`config.mk`:
```
export PLATFORM = sky130hd
export DESIGN_NAME = seq_slot_sync
export DESIGN_NICKNAME = d
export VERILOG_FILES = /design/src/rtl/seqsync_pkg.sv /design/src/rtl/seqsync_line_sampler.sv /design/src/rtl/seqsync_slot_timer.sv /design/src/rtl/seqsync_rail_check.sv /design/src/rtl/seq_slot_sync.sv
export SDC_FILE = /design/constraint.sdc
export NUM_CORES = 1
export LEC_CHECK = 0
export ABC_AREA = 1
export BUFFER_PORTS_ARGS = -buffer_cell sky130_fd_sc_hd__buf_4
export CORE_ASPECT_RATIO = 0.75
export CORE_MARGIN = 2
export CORE_UTILIZATION = 50
export DETAILED_ROUTE_END_ITERATION = 7
export PLACE_DENSITY = 0.78
export SYNTH_ARGS = -nofsm -noshare
export SYNTH_HDL_FRONTEND = slang
export SYNTH_HIERARCHICAL = 1
export SYNTH_SLANG_ARGS = --single-unit
```
`constraint.sdc`:
```
create_clock -name clk_i -period 10.85 [get_ports clk_i]
set_clock_uncertainty 0.15 [all_clocks]
set_input_delay 1.6275 -clock clk_i [delete_from_list [all_inputs] [get_ports clk_i]]
set_output_delay 1.6275 -clock clk_i [all_outputs]
set_load 0.05 [all_outputs]
```
`src/rtl/seqsync_pkg.sv`:
```
package seqsync_pkg;

    typedef enum logic [3:0] {
        ST_IDLE,
        ST_WAIT_ALL,
        ST_UP_SLOT,
        ST_UP_REL,
        ST_ON,
        ST_DN_SLOT,
        ST_DN_REL,
        ST_TSYNC,
        ST_TS_REL
    } seq_state_e;

    typedef struct packed {
        logic up_ok;
        logic dn_ok;
    } rail_stat_t;

    // States in which the local device pulls the shared line low
    function automatic logic holds_line(seq_state_e s);
        return (s == ST_IDLE) || (s == ST_UP_SLOT) ||
               (s == ST_DN_SLOT) || (s == ST_TSYNC);
    endfunction

    function automatic logic is_slot(seq_state_e s);
        return (s == ST_UP_SLOT) || (s == ST_DN_SLOT);
    endfunction

endpackage

```
`src/rtl/seqsync_line_sampler.sv`:
```
module seqsync_line_sampler (
    input  logic clk_i,
    input  logic rst_i,
    input  logic line_i,
    output logic rel_o
);
    logic s1_q, s2_q, hi_q;

    always_ff @(posedge clk_i) begin
        if (rst_i) begin
            s1_q <= 1'b0;
            s2_q <= 1'b0;
            hi_q <= 1'b0;
        end else begin
            s1_q <= line_i;
            s2_q <= s1_q;
            hi_q <= s2_q;
        end
    end

    assign rel_o = s2_q & hi_q;

    // a release needs the line seen high through the synchronizer
    p_rel_needs_line_r3: assert property (@(posedge clk_i) disable iff (rst_i)
        rel_o |-> $past(line_i, 2));

endmodule

```
`src/rtl/seqsync_slot_timer.sv`:
```
module seqsync_slot_timer #(
    parameter int TICK_DIV = 250,
    parameter int CNT_W    = 17,
    parameter int EXTRA    = 4
) (
    input  logic             clk_i,
    input  logic             rst_i,
    input  logic             start_i,
    input  logic [CNT_W-1:0] limit_i,
    output logic             exp_o,
    output logic             tmo_o
);
    localparam int PW = (TICK_DIV > 2) ? $clog2(TICK_DIV) : 1;

    logic [PW-1:0]    presc_q;
    logic [CNT_W-1:0] cnt_q;
    logic [CNT_W:0]   tmo_lim;

    always_ff @(posedge clk_i) begin
        if (rst_i || start_i) begin
            presc_q <= '0;
            cnt_q   <= '0;
        end else if (presc_q == PW'(TICK_DIV - 1)) begin
            presc_q <= '0;
            if (cnt_q != '1) cnt_q <= cnt_q + 1'b1;
        end else begin
            presc_q <= presc_q + 1'b1;
        end
    end

    assign tmo_lim = {1'b0, limit_i} + (CNT_W+1)'(EXTRA);
    assign exp_o   = cnt_q >= limit_i;
    assign tmo_o   = {1'b0, cnt_q} >= tmo_lim;

    // the tick count only moves up until the next restart
    p_cnt_mono_r5: assert property (@(posedge clk_i) disable iff (rst_i)
        !start_i |=> cnt_q >= $past(cnt_q));

endmodule

```
`src/rtl/seqsync_rail_check.sv`:
```
module seqsync_rail_check
    import seqsync_pkg::*;
#(
    parameter int N_RAILS = 8,
    parameter int SLOT_W  = 3
) (
    input  logic [SLOT_W-1:0]         slot_i,
    input  logic [N_RAILS*SLOT_W-1:0] rail_slot_i,
    input  logic [N_RAILS-1:0]        uv_i,
    input  logic [N_RAILS-1:0]        done_i,
    input  logic [N_RAILS-1:0]        den_i,
    output rail_stat_t                stat_o
);
    logic [N_RAILS-1:0] up_miss, dn_miss;

    for (genvar r = 0; r < N_RAILS; r++) begin : g_rail
        logic here;
        assign here       = rail_slot_i[r*SLOT_W +: SLOT_W] == slot_i;
        assign up_miss[r] = here & ~uv_i[r];
        assign dn_miss[r] = here & den_i[r] & ~done_i[r];
    end

    assign stat_o.up_ok = ~|up_miss;
    assign stat_o.dn_ok = ~|dn_miss;

endmodule

```
`src/rtl/seq_slot_sync.sv`:
```
module seq_slot_sync
    import seqsync_pkg::*;
#(
    parameter int N_SLOTS     = 6,
    parameter int N_RAILS     = 8,
    parameter int DUR_W       = 16,
    parameter int TICK_DIV    = 250,
    parameter int TMO_EXTRA   = 4,
    parameter int TSYNC_TICKS = 3000,
    parameter int SLOT_W      = (N_SLOTS > 1) ? $clog2(N_SLOTS) : 1
) (
    input  logic                      clk_i,
    input  logic                      rst_i,
    input  logic                      multi_i,
    input  logic                      gpo_i,
    input  logic                      on_req_i,
    input  logic                      bypass_i,
    input  logic [N_SLOTS*DUR_W-1:0]  slot_dur_i,
    input  logic [N_RAILS*SLOT_W-1:0] rail_slot_i,
    input  logic [N_RAILS-1:0]        uv_ok_i,
    input  logic [N_RAILS-1:0]        dis_done_i,
    input  logic [N_RAILS-1:0]        dis_en_i,
    input  logic                      line_i,
    output logic                      line_pd_o,
    output logic [N_SLOTS-1:0]        slot_go_o,
    output logic [SLOT_W-1:0]         slot_o,
    output logic                      pwr_dn_o,
    output logic                      fault_o
);
    localparam int TS_W  = $clog2(TSYNC_TICKS + 1);
    localparam int CNT_W = ((DUR_W > TS_W) ? DUR_W : TS_W) + 1;
    localparam logic [SLOT_W-1:0] LAST = SLOT_W'(N_SLOTS - 1);

    seq_state_e         st_q, st_n;
    logic [SLOT_W-1:0]  slot_q, slot_n;
    logic [N_SLOTS-1:0] go_q;
    logic               fault_q;
    logic               line_rel, rel_eff;
    logic               tmr_start, tmr_exp, tmr_tmo;
    logic [DUR_W-1:0]   cur_dur;
    logic [CNT_W-1:0]   tmr_lim;
    rail_stat_t         rstat;

    seqsync_line_sampler u_samp (
        .clk_i (clk_i),
        .rst_i (rst_i),
        .line_i(line_i),
        .rel_o (line_rel)
    );

    seqsync_rail_check #(.N_RAILS(N_RAILS), .SLOT_W(SLOT_W)) u_rails (
        .slot_i     (slot_q),
        .rail_slot_i(rail_slot_i),
        .uv_i       (uv_ok_i),
        .done_i     (dis_done_i),
        .den_i      (dis_en_i),
        .stat_o     (rstat)
    );

    always_comb begin
        cur_dur = '0;
        for (int k = 0; k < N_SLOTS; k++) begin
            if (slot_q == SLOT_W'(k)) cur_dur = slot_dur_i[k*DUR_W +: DUR_W];
        end
    end

    assign tmr_lim = (st_q == ST_TSYNC) ? CNT_W'(TSYNC_TICKS) : CNT_W'(cur_dur);

    seqsync_slot_timer #(.TICK_DIV(TICK_DIV), .CNT_W(CNT_W), .EXTRA(TMO_EXTRA)) u_tmr (
        .clk_i  (clk_i),
        .rst_i  (rst_i),
        .start_i(tmr_start),
        .limit_i(tmr_lim),
        .exp_o  (tmr_exp),
        .tmo_o  (tmr_tmo)
    );

    assign rel_eff = ~multi_i | line_rel;

    always_comb begin
        st_n   = st_q;
        slot_n = slot_q;
        unique case (st_q)
            ST_IDLE:     if (on_req_i) st_n = ST_WAIT_ALL;
            ST_WAIT_ALL: begin
                if (!on_req_i) st_n = ST_IDLE;
                else if (rel_eff) begin
                    st_n   = ST_UP_SLOT;
                    slot_n = '0;
                end
            end
            ST_UP_SLOT: begin
                if (tmr_exp && rstat.up_ok) st_n = ST_UP_REL;
                else if (tmr_tmo)           st_n = ST_TSYNC;
            end
            ST_UP_REL: begin
                if (rel_eff) begin
                    if (slot_q == LAST) st_n = ST_ON;
                    else begin
                        st_n   = ST_UP_SLOT;
                        slot_n = slot_q + 1'b1;
                    end
                end
            end
            ST_ON: begin
                if (!on_req_i) begin
                    st_n   = ST_DN_SLOT;
                    slot_n = LAST;
                end
            end
            ST_DN_SLOT: begin
                if (tmr_exp && (bypass_i || rstat.dn_ok || tmr_tmo)) st_n = ST_DN_REL;
            end
            ST_DN_REL: begin
                if (rel_eff) begin
                    if (slot_q == '0) st_n = ST_IDLE;
                    else begin
                        st_n   = ST_DN_SLOT;
                        slot_n = slot_q - 1'b1;
                    end
                end
            end
            ST_TSYNC:  if (tmr_exp) st_n = ST_TS_REL;
            ST_TS_REL: begin
                if (rel_eff) begin
                    st_n   = ST_DN_SLOT;
                    slot_n = LAST;
                end
            end
            default: st_n = ST_IDLE;
        endcase
    end

    assign tmr_start = (st_n != st_q) &&
                       (is_slot(st_n) || (st_n == ST_TSYNC));

    always_ff @(posedge clk_i) begin
        if (rst_i) begin
            st_q    <= ST_IDLE;
            slot_q  <= '0;
            go_q    <= '0;
            fault_q <= 1'b0;
        end else begin
            st_q   <= st_n;
            slot_q <= slot_n;
            for (int k = 0; k < N_SLOTS; k++) begin
                go_q[k] <= (st_n != st_q) && is_slot(st_n) && (slot_n == SLOT_W'(k));
            end
            if (st_q == ST_UP_SLOT && st_n == ST_TSYNC) fault_q <= 1'b1;
            else if (st_q == ST_WAIT_ALL && st_n == ST_UP_SLOT) fault_q <= 1'b0;
        end
    end

    assign line_pd_o = multi_i ? holds_line(st_q) : ~gpo_i;
    assign slot_go_o = go_q;
    assign slot_o    = slot_q;
    assign pwr_dn_o  = (st_q == ST_DN_SLOT) || (st_q == ST_DN_REL);
    assign fault_o   = fault_q;

    // at most one slot pulse at a time
    p_go_onehot_r11: assert property (@(posedge clk_i) disable iff (rst_i)
        $onehot0(slot_go_o));

    // a power-up release only happens after the slot timer expired
    p_up_rel_exp_r5: assert property (@(posedge clk_i) disable iff (rst_i)
        (st_q == ST_UP_REL) |-> tmr_exp);

    // no advance while the shared line is still held by someone
    p_hold_wait_r6: assert property (@(posedge clk_i) disable iff (rst_i)
        (multi_i && (st_q == ST_UP_REL || st_q == ST_DN_REL) && !line_rel)
        |=> slot_go_o == '0);

    // a fault only comes out of a power-up slot
    p_fault_src_r10: assert property (@(posedge clk_i) disable iff (rst_i)
        $rose(fault_q) |-> $past(st_q) == ST_UP_SLOT);

    // the timeout-sync hold lasts its full wait
    p_tsync_len_r10: assert property (@(posedge clk_i) disable iff (rst_i)
        (st_q == ST_TS_REL && $past(st_q) == ST_TSYNC) |-> tmr_exp);

endmodule

```
* After elaboration in Yosys (flattened, before gate mapping)
Index checks and enable logic that the tools add are counted.
Storage, ports and cells: output and inout port bits 12, bits of input ports 151, flip-flop bits (word level) 42, logic and storage cells 156
Cells by class: bitwise operators 44, equal/unequal tests 32, order comparisons 2, add/sub/neg operators 5, reduce and logical (&&, ||, !) cells 31, multiplexer cells 33
Operators by type and width (count):
- $mux 16 | 7
- $mux 4 | 11
- $pmux 4 s9 | 1
- $mux 3 | 10
- $and 1x1->1 | 25
- $eq 3x3->1 | 8
- $eq 4x3->1 const B | 6
- $ge 17x18->1 | 1
- $not 1->1 | 18
- $add 16x3->17 const B | 1
- $add 17x1->17 const B | 1
- $ge 17x16->1 | 1
- $ne 17x17->1 const B | 1
- $reduce_or 8->1 | 2
- $pmux 3 s5 | 1
- $eq 3x2->1 const B | 4
- $eq 3x3->1 const B | 4
- $eq 4x2->1 const B | 3
- $logic_and 1x1->1 | 12
- $logic_or 1x1->1 | 9
- $add 8x1->8 const B | 1
- $eq 8x8->1 const B | 1
- $eq 3x1->1 const B | 2
- $logic_not 3->1 | 2
- 12 further kinds | 15

* Depth between registers and ports, before layout
Gate-level depths: netlist of the first run.
word-level depth 20, mapped depth 44, depth with buffers taken out 43

* Hierarchy
Netlist of the first run, hierarchy kept.
Modules (own cells, without submodules):
- seqsync_slot_timer | times used 1, area an instance 2504.9 sq um, seq. area each 500.5 sq um, cells each 396
- seq_slot_sync | times used 1, area an instance 2064.5 sq um, seq. area each 280.3 sq um, cells each 402
- seqsync_rail_check | times used 1, area an instance 628.1 sq um, seq. area each 0.0 sq um, cells each 136
- seqsync_line_sampler | times used 1, area an instance 92.6 sq um, seq. area each 60.1 sq um, cells each 11

* Least setup slack after synthesis of the first run
OpenSTA, ideal clock, no wires.
kind reg2reg, from register slot_q[2] (netlist: slot_o[2]), to register u_tmr.cnt_q[11], buffers on the path 5, period minus slack after synthesis 5695 ps, data required time 10630 ps, data arrival time 5475 ps, cell stages (with the launch flop) 42, setup slack 5155 ps, library setup time 70 ps, path through dfxtp_1 inv_1 buf_2 buf_2 ha_1 clkbuf_1 inv_1 clkbuf_1 o211ai_1 a21oi_1 ha_1 nand2_1 nor3_2 nand3b_1 nor2_1 nand2_1 nand2_1 inv_1 [... 6 more ...] nand2_1 nand2_1 nand2_1 inv_1 nand2_1 nand2_1 nand2_1 nand2_1 nor2_1 nand2_1 inv_1 nor2_1 nor2_1 nor2_1 nor2_1 clkbuf_1 inv_1 a21oi_1
Between the ends: cells in the longest elaborated chain, start to end 19, elaborated cells between the ends (all ways) 73, classes of those cells 1 x add/sub; 2 x order compare; 17 x eq/ne; 16 x mux; 24 x bitwise; 13 x reduce/logical
RTL lines:
- from (decl) | RTL line seq_slot_sync.sv:35 | logic [SLOT_W-1:0] slot_q, slot_n;
- from (signal assigned) | RTL line seq_slot_sync.sv:145 | slot_q <= slot_n;
- $logic_not 3->1 | RTL line seq_slot_sync.sv:63 | if (slot_q == SLOT_W'(k)) cur_dur = slot_dur_i[k*DUR_W +: DUR_W];
- $mux 16 (5 in series) | RTL line seq_slot_sync.sv:63
- $mux 16 (*) | RTL line seq_slot_sync.sv:63
- $mux 16 (*) | RTL line seq_slot_sync.sv:67 | assign tmr_lim = (st_q == ST_TSYNC) ? CNT_W'(TSYNC_TICKS) : CNT_W'(cur_dur);
- net tmr_lim[2] | RTL line seq_slot_sync.sv:41 | logic [CNT_W-1:0] tmr_lim;
- $add 16x3->17 (*) | RTL line seqsync_slot_timer.sv:31 | assign tmo_lim = {1'b0, limit_i} + (CNT_W+1)'(EXTRA);
- $ge 17x18->1 (*) | RTL line seqsync_slot_timer.sv:33 | assign tmo_o = {1'b0, cnt_q} >= tmo_lim;
- net tmr_tmo | RTL line seq_slot_sync.sv:39 | logic tmr_start, tmr_exp, tmr_tmo;
- [... 2 more ...]
- $mux 4 | RTL line seq_slot_sync.sv:112 | if (tmr_exp && (bypass_i || rstat.dn_ok || tmr_tmo)) st_n = ST_DN_REL;
- $pmux 4 s9 (*) | RTL line seq_slot_sync.sv:83 | unique case (st_q)
- $eq 4x2->1 or $eq 4x3->1 (tied branches) | RTL line seqsync_pkg.sv:27 | return (s == ST_UP_SLOT) || (s == ST_DN_SLOT);
- $logic_or 1x1->1 | RTL line seqsync_pkg.sv:27
- $logic_or 1x1->1 | RTL line seq_slot_sync.sv:135 | (is_slot(st_n) || (st_n == ST_TSYNC));
- $logic_and 1x1->1 (*) | RTL line seq_slot_sync.sv:134 | assign tmr_start = (st_n != st_q) &&
- net tmr_start | RTL line seq_slot_sync.sv:39
- $logic_or 1x1->1 (*) | RTL line seqsync_slot_timer.sv:20 | if (rst_i || start_i) begin
- to (signal assigned) | RTL line seqsync_slot_timer.sv:25 | if (cnt_q != '1) cnt_q <= cnt_q + 1'b1;
- to (decl) | RTL line seqsync_slot_timer.sv:16 | logic [CNT_W-1:0] cnt_q;
The timed path passes the listed nets; every way through them passes the cells marked *. A chain may end at the register's enable or synchronous reset.

* Final worst setup path of the first run
from register slot_q[0] (netlist: slot_o[0]), to register u_tmr.presc_q[7]
Between the ends: cells in the longest elaborated chain, start to end 20, elaborated cells between the ends (all ways) 74, classes of those cells 1 x add/sub; 2 x order compare; 17 x eq/ne; 16 x mux; 24 x bitwise; 14 x reduce/logical
RTL lines:
- $logic_not 3->1 | RTL line seq_slot_sync.sv:63
- $mux 16 (5 in series) | RTL line seq_slot_sync.sv:63
- $mux 16 (*) | RTL line seq_slot_sync.sv:63
- $mux 16 (*) | RTL line seq_slot_sync.sv:67
- net tmr_lim[3] | RTL line seq_slot_sync.sv:41
- $add 16x3->17 (*) | RTL line seqsync_slot_timer.sv:31
- $ge 17x18->1 (*) | RTL line seqsync_slot_timer.sv:33
- net tmr_tmo | RTL line seq_slot_sync.sv:39
- [... 3 more ...]
- $pmux 4 s9 (*) | RTL line seq_slot_sync.sv:83
- $eq 4x2->1 or $eq 4x3->1 (tied branches) | RTL line seqsync_pkg.sv:27
- $logic_or 1x1->1 | RTL line seqsync_pkg.sv:27
- $logic_or 1x1->1 | RTL line seq_slot_sync.sv:135
- $logic_and 1x1->1 (*) | RTL line seq_slot_sync.sv:134
- net tmr_start | RTL line seq_slot_sync.sv:39
- $logic_or 1x1->1 (*) | RTL line seqsync_slot_timer.sv:20
- $reduce_or 2->1 (no line) (*)
- to (signal assigned) | RTL line seqsync_slot_timer.sv:27 | presc_q <= presc_q + 1'b1;
- to (decl) | RTL line seqsync_slot_timer.sv:15 | logic [PW-1:0] presc_q;
Marked as above.

==> flow_metrics.tcl, run 1 <==
set metrics [dict create \
    tns_ns 0 \
    yosys_register_bits 42 \
    critPathSlowestCell "nor2_1" \
    core_region_area_um2 10300 \
    ioPinCount 163 \
    dieArea_um2 11400 \
    die_x_um 123 \
    fmax_mhz 139 \
    register_area_um2 841 \
    drc_errors 0 \
    grt_max_degree 29 \
    post-cts-setup-buffers 0 \
    cts_sinks 42 \
    crit_path_max_fanout 14 \
    ys_seq_area_share_pct 15.9 \
    clockBufferDepth 2 \
    yosys-top-cells-area "nand2_1, dfxtp_1, inv_1" \
    gp_congestion 0.976 \
    worstSetupEndpointType "register" \
    hold_viol 0 \
    hp-class "reg -> reg" \
    synth.largest_area_cell "nand2_1" \
    cts-resized-gates 0 \
    tightest_slew_ns 0.894 \
    cts_root_buffer "clkbuf_16" \
    cts_tree "built" \
    crit_path_max_incr_delay_ns 0.68 \
    internal-power_mw 0.311 \
    rsz0062_at_grt "no" \
    area_growth_pct 26.7 \
    status "finished clean" \
    required_ns 10.91 \
    comb_power_share_pct 31.8 \
    antenna_found_initial 0 \
    sw_frac_of_total_pct 32.2 \
    overflow 0 \
    ant_nets 0 \
    pwr-share-clk_pct 33.4 \
    wl_um 16800 \
    io_buffers 162 \
    leakagePower_nw 3.69 \
    ir_worst_vdd_mv 0.0822 \
    period_share_pct 66.2 \
    first_pass_iters 5 \
    max-slew-margin-rel_pct 40.2 \
    syn_area_um2 5290 \
    fillerInstances 998 \
    dp_hpwl_um 13800 \
    setup.worst_path.class "reg -> reg" \
    fp-row-count 32 \
    wl_per_cell_um 13.6 \
    cap_viol_max_count 0 \
    clk_pin_slew_worst_paths_ns 0.06 \
    insertion_delay_ns 0.29 \
    grt_pass1_vias 5712 \
    busiest_layer "met2" \
    layout.nets 1287 \
    route.vias.total 6276 \
    multi_input_area_um2 3720 \
    cts_hold_buf 0 \
    grt_pass1_wl_um 27100 \
    dieHeight_um 93.1 \
    cpMostUsedCell "nand2_1" \
    finalMaxSlewViolations 0 \
    cts-buffers-inserted 5 \
    cp_data_arrival_time_ns 7.24 \
    drive_above_1_share_pct 18.1 \
    yosys_warnings 6 \
    num_antenna_cells 0 \
    power_frac_seq_pct 34.8 \
    use_met2_pct 46.5 \
    power_mw 0.459 \
    start_util_pct 51.4 \
    switchingPower_mw 0.148 \
    grt_use_met1_pct 41.5 \
    powerDensity_nw_per_um2 68.5 \
    routed_via_density 5.10 \
    track_usage_pct 29.7 \
    ys_types 40 \
    synth_cells 945 \
    yosys.area.top_type_share_pct 20.2 \
    syn-mean-instance-area_um2 5.60 \
    fin_crit_ns 7.18 \
    first_iter_violations 434 \
    use_met3_pct 5.49 \
    start_kind "register" \
    setup_viol 0 \
    cts_htree_levels 2 \
]
## power groups by stage
stage                     combinational [mW]  clock (mW)  sequential (mW)
after floorplan                       0.0788           0            0.163
after global placement                 0.143           0            0.163
after detailed placement               0.144           0            0.163
after CTS                              0.144       0.157            0.159
after global routing                   0.164       0.161            0.160
final                                  0.146       0.153            0.159
## layout by cell type (no fill, tap or decap), types with 3 or more instances in the layout
cell type / count
nand3_1: 64
xnor2_1: 11
nor3b_1: 3
nand2_1: 285
buf_4: 162
xor2_1: 12
ha_1: 43
o211ai_1: 13
nor2_2: 6
a21oi_1: 43
o21ai_0: 53
a31oi_1: 6
inv_2: 4
clkbuf_16: 5
nor3_1: 4
inv_1: 153
dfxtp_1: 42
conb_1: 3
nand2_2: 6
nand4_1: 30
nor2_1: 112
o22ai_1: 8
## layer usage
layer	wire, um	share of wire, %
met5	0	0
met3	1550	9.2
met1	7940	47
met4	357	2.1
met2	6930	41
## cells in the mapped netlist, drive strengths merged
cell type	count
o21ai	55
conb	1
a21oi	44
nor3	5
nand4	30
nand3b	2
nand2	292
a31oi	6
nand3	66
buf	13
o22ai	8
and2	1
nor2	122
and3	1
xor2	12
a31o	1
dfxtp	42
clkbuf	10
xnor2	11
inv	159
nor3b	3
ha	43
clkinv	1
a21o	1
o211ai	13
o21bai	1
o21a	2
## stage by stage
| stage | std cells | utilization (%) | area, um^2 | setup slack (ns) | hold slack (ns) |
|---|---|---|---|---|---|
| after floorplan | 947 | - | 5300 | 5.15 | 0.238 |
| after global placement | 1222 | 63.7 | 6550 | 3.99 | 0.242 |
| after detailed placement | 1222 | 63.7 | 6550 | 3.77 | 0.264 |
| after CTS | 1230 | 65.2 | 6700 | 3.75 | 0.270 |
| after global routing | 1230 | 65.2 | 6700 | 2.81 | 0.289 |
| final | 1230 | 65.2 | 6700 | 3.67 | 0.268 |
## worst max-delay path, delay by kind of cell (launching register included)
family | cells | cell delay [ns]
compound gates | 4 | 0.75
flops | 1 | 0.52
buf+inv | 5 | 0.43
fa+ha+maj | 3 | 0.73
simple gates | 29 | 4.51
## path summary, 6_finish.rpt
kind | from | end | slack (ns) | depth (start not counted)
worst max-delay path | slot_o[0]$_SDFF_PP0_ | u_tmr/presc_q[7]$_SDFF_PP0_ | 3.67 | 41
worst min register to register | u_samp/s1_q$_SDFF_PP0_ | u_samp/s2_q$_SDFF_PP0_ | 0.27 | 2
worst min-delay path | u_samp/s1_q$_SDFF_PP0_ | u_samp/s2_q$_SDFF_PP0_ | 0.27 | 2
worst max register to register | slot_o[0]$_SDFF_PP0_ | u_tmr/presc_q[7]$_SDFF_PP0_ | 3.67 | 41
## cells by family after synthesis
family / after synthesis / synth area share [%]
adders and majority gates: 43 / 10.2
DFF: 42 / 15.9
and+or+nand+nor: 522 / 42.5
AOI/OAI and AO/OA: 131 / 13.7
buffers and inverters: 183 / 13.9
xor gates and xnor gates: 23 / 3.81
other: 1 / 0.0709
## final cells by class
type / count / area share, %
sequential: 42 / 12.5
clock inverter: 3 / 0.373
clock buffer: 5 / 1.87
tap: 136 / 2.54
inverter: 160 / 9.03
timing repair buffer: 162 / 18.1
multi-input combinational: 722 / 55.5
## flip-flops by register name, summed over array words and instances (netlist names)
signal         count
fault_o            1
u_tmr/presc_q      8
u_samp/s2_q        1
slot_go_o          6
u_samp/s1_q        1
u_tmr/cnt_q       17
slot_o             3
st_q               4
u_samp/hi_q        1
Note: power is estimated with default switching activity, not from simulation.
==> run 2, diff against run 1 <==
--- a/config.mk
+++ b/config.mk
@@ -9,9 +9,9 @@
 export BUFFER_PORTS_ARGS = -buffer_cell sky130_fd_sc_hd__buf_4
 export CORE_ASPECT_RATIO = 0.75
 export CORE_MARGIN = 2
-export CORE_UTILIZATION = 50
+export CORE_UTILIZATION = 48
 export DETAILED_ROUTE_END_ITERATION = 7
-export PLACE_DENSITY = 0.78
+export PLACE_DENSITY = 0.79
 export SYNTH_ARGS = -nofsm -noshare
 export SYNTH_HDL_FRONTEND = slang
 export SYNTH_HIERARCHICAL = 1
==> constraint.sdc (replaced) <==
create_clock -name clk_i -period 6.3 [get_ports clk_i]
set_clock_uncertainty 0.15 [all_clocks]
set_input_delay 0.945 -clock clk_i [delete_from_list [all_inputs] [get_ports clk_i]]
set_output_delay 0.945 -clock clk_i [all_outputs]
set_load 0.05 [all_outputs]
==> flow_metrics.tcl, run 2 (synthesis gave the netlist of run 1 again) <==
set metrics [dict create \
    wl_um 16500 \
    start_kind "register" \
    comb_power_share_pct 32.2 \
    period_share_pct 87.3 \
    num_antenna_cells 0 \
    first_iter_violations 518 \
    fp-row-count 33 \
    r2r_slack_ns 0.80 \
    clk_pin_slew_worst_paths_ns 0.06 \
    cts_sinks 42 \
    finalWorstSetupSlack_ns 0.802 \
    routed_via_density 5.16 \
    cap_viol_max_count 0 \
    dieArea_um2 11900 \
    insertion_delay_ns 0.29 \
    tightest_slew_ns 0.688 \
    dp_hpwl_um 13600 \
    max-slew-margin-rel_pct 53.7 \
    hp-class "reg -> reg" \
    cts_root_buffer "clkbuf_16" \
    cp_data_arrival_time_ns 5.55 \
    pwr-share-clk_pct 33.1 \
    power_mw 0.790 \
    internal-power_mw 0.546 \
    die_x_um 125 \
    powerDensity_nw_per_um2 116 \
    power_frac_seq_pct 34.7 \
    io_buffers 162 \
    ir_worst_vdd_mv 0.106 \
    drive_above_1_share_pct 19.8 \
    rsz0062_at_grt "no" \
    min_from "u_samp/s1_q$_SDFF_PP0_" \
    route.vias.total 6432 \
    dp_slack_ns 0.464 \
    leakagePower_nw 3.75 \
    fmax_mhz 182 \
    largest_reg_flops 17 \
    cpMostUsedCell "nand2_1" \
    cts_tree "built" \
    overflow 0 \
    area_growth_pct 29.1 \
    finalMaxSlewViolations 0 \
    sw_frac_of_total_pct 30.8 \
    placedCellCount 1235 \
    setup.worst_path.class "reg -> reg" \
    crit_path_max_incr_delay_ns 0.57 \
    cts-buffers-inserted 5 \
    fin_crit_ns 5.50 \
    core_region_area_um2 10800 \
    final_common_cell "nand2_1" \
    required_ns 6.35 \
    worstSetupEndpointType "register" \
    whs_path_depth 2 \
    critPathSlowestCell "o21ai_0" \
    r2r-start "slot_o[1]$_SDFF_PP0_" \
    antenna_found_initial 0 \
    crit_path_max_fanout 14 \
    switchingPower_mw 0.244 \
    stdcell_count 1246 \
    grt_pass1_vias 5620 \
    clockBufferDepth 2 \
    ioPinCount 163 \
    reg2reg_to "u_tmr/presc_q[4]$_SDFF_PP0_" \
    gp_congestion 0.949 \
    dieHeight_um 94.9 \
    grt_max_degree 27 \
    start_util_pct 48.9 \
    setup_viol 0 \
    holdPathEnd "u_samp/s2_q$_SDFF_PP0_" \
    cts_htree_levels 2 \
    fillerInstances 1067 \
    layout.nets 1299 \
    drc_errors 0 \
    first_pass_iters 6 \
    ant_nets 0 \
    rr_worst_depth 40 \
    final_cell_mix "nand2_1, buf_4, inv_1" \
    status "finished clean" \
    largest_register "u_tmr/cnt_q" \
    tns_ns 0 \
    hold_viol 0 \
    grt_pass1_wl_um 26800 \
    track_usage_pct 27.5 \
    wl_per_cell_um 13.3 \
]
-- run 2: timing repair --
item / 4_1_cts / 5_1_grt
buffers inserted: 0 / 3
endpoints found under the setup margin: 0 / 25
hold buffers: 0 / 0
gates resized for setup: 0 / 14
-- run 2: how the worst max path moves through the flow --
stage | start | end | depth (start not counted)
2_1_floorplan | slot_o[2]$_SDFF_PP0_ | u_tmr/cnt_q[11]$_SDFFE_PP0P_ | 41
3_3_place_gp | slot_o[1]$_SDFF_PP0_ | u_tmr/presc_q[7]$_SDFF_PP0_ | 37
3_5_place_dp | slot_o[1]$_SDFF_PP0_ | u_tmr/presc_q[4]$_SDFF_PP0_ | 38
4_1_cts | slot_o[1]$_SDFF_PP0_ | u_tmr/presc_q[4]$_SDFF_PP0_ | 38
5_1_grt | slot_o[0]$_SDFF_PP0_ | u_tmr/presc_q[7]$_SDFF_PP0_ | 42
6_report | slot_o[1]$_SDFF_PP0_ | u_tmr/presc_q[4]$_SDFF_PP0_ | 40
-- run 2: per-stage QoR --
step                      instance area (um^2)  utilization [%]  hold slack, ns
after floorplan                           5300                -           0.238
after global placement                    6630             61.3           0.239
after detailed placement                  6630             61.3           0.249
after CTS                                 6780             62.7           0.257
after global routing                      6830             63.1           0.272
final                                     6830             63.1           0.254
-- run 2: metal layers --
metal | global-route usage [%] | part of all wire [%] | up-vias
met5 | 0 | 0 | -
met4 | 5.09 | 1.3 | 0
met3 | 5.16 | 9.7 | 21
met2 | 43.2 | 41 | 298
met1 | 39.6 | 48 | 2785
li1 | - | - | 3328
-- run 2: worst max-delay path: cells and delay by family, from the launching register on --
kind | cells | cell delay [ns]
DFF | 1 | 0.37
buffers and inverters | 6 | 0.56
and+or+nand+nor | 28 | 2.87
adders and majority gates | 2 | 0.45
AOI/OAI and AO/OA | 4 | 1.00
-- run 2: area by class of cell --
cell class	instances	area (um^2)	share of cell area, %
clock inverter	2	12.5	0.183
sequential	42	842	12.3
clock buffer	6	139	2.03
multi-input combinational	722	3740	54.8
tap	140	175	2.57
timing repair buffer	174	1310	19.1
inverter	160	609	8.92
-- run 2: power groups by stage --
stage | Combinational, mW | Sequential [mW] | Clock [mW]
6_report | 0.254 | 0.274 | 0.262
4_1_cts | 0.250 | 0.274 | 0.269
5_1_grt | 0.285 | 0.275 | 0.279
2_1_floorplan | 0.136 | 0.280 | 0
3_3_place_gp | 0.246 | 0.280 | 0
3_5_place_dp | 0.249 | 0.280 | 0
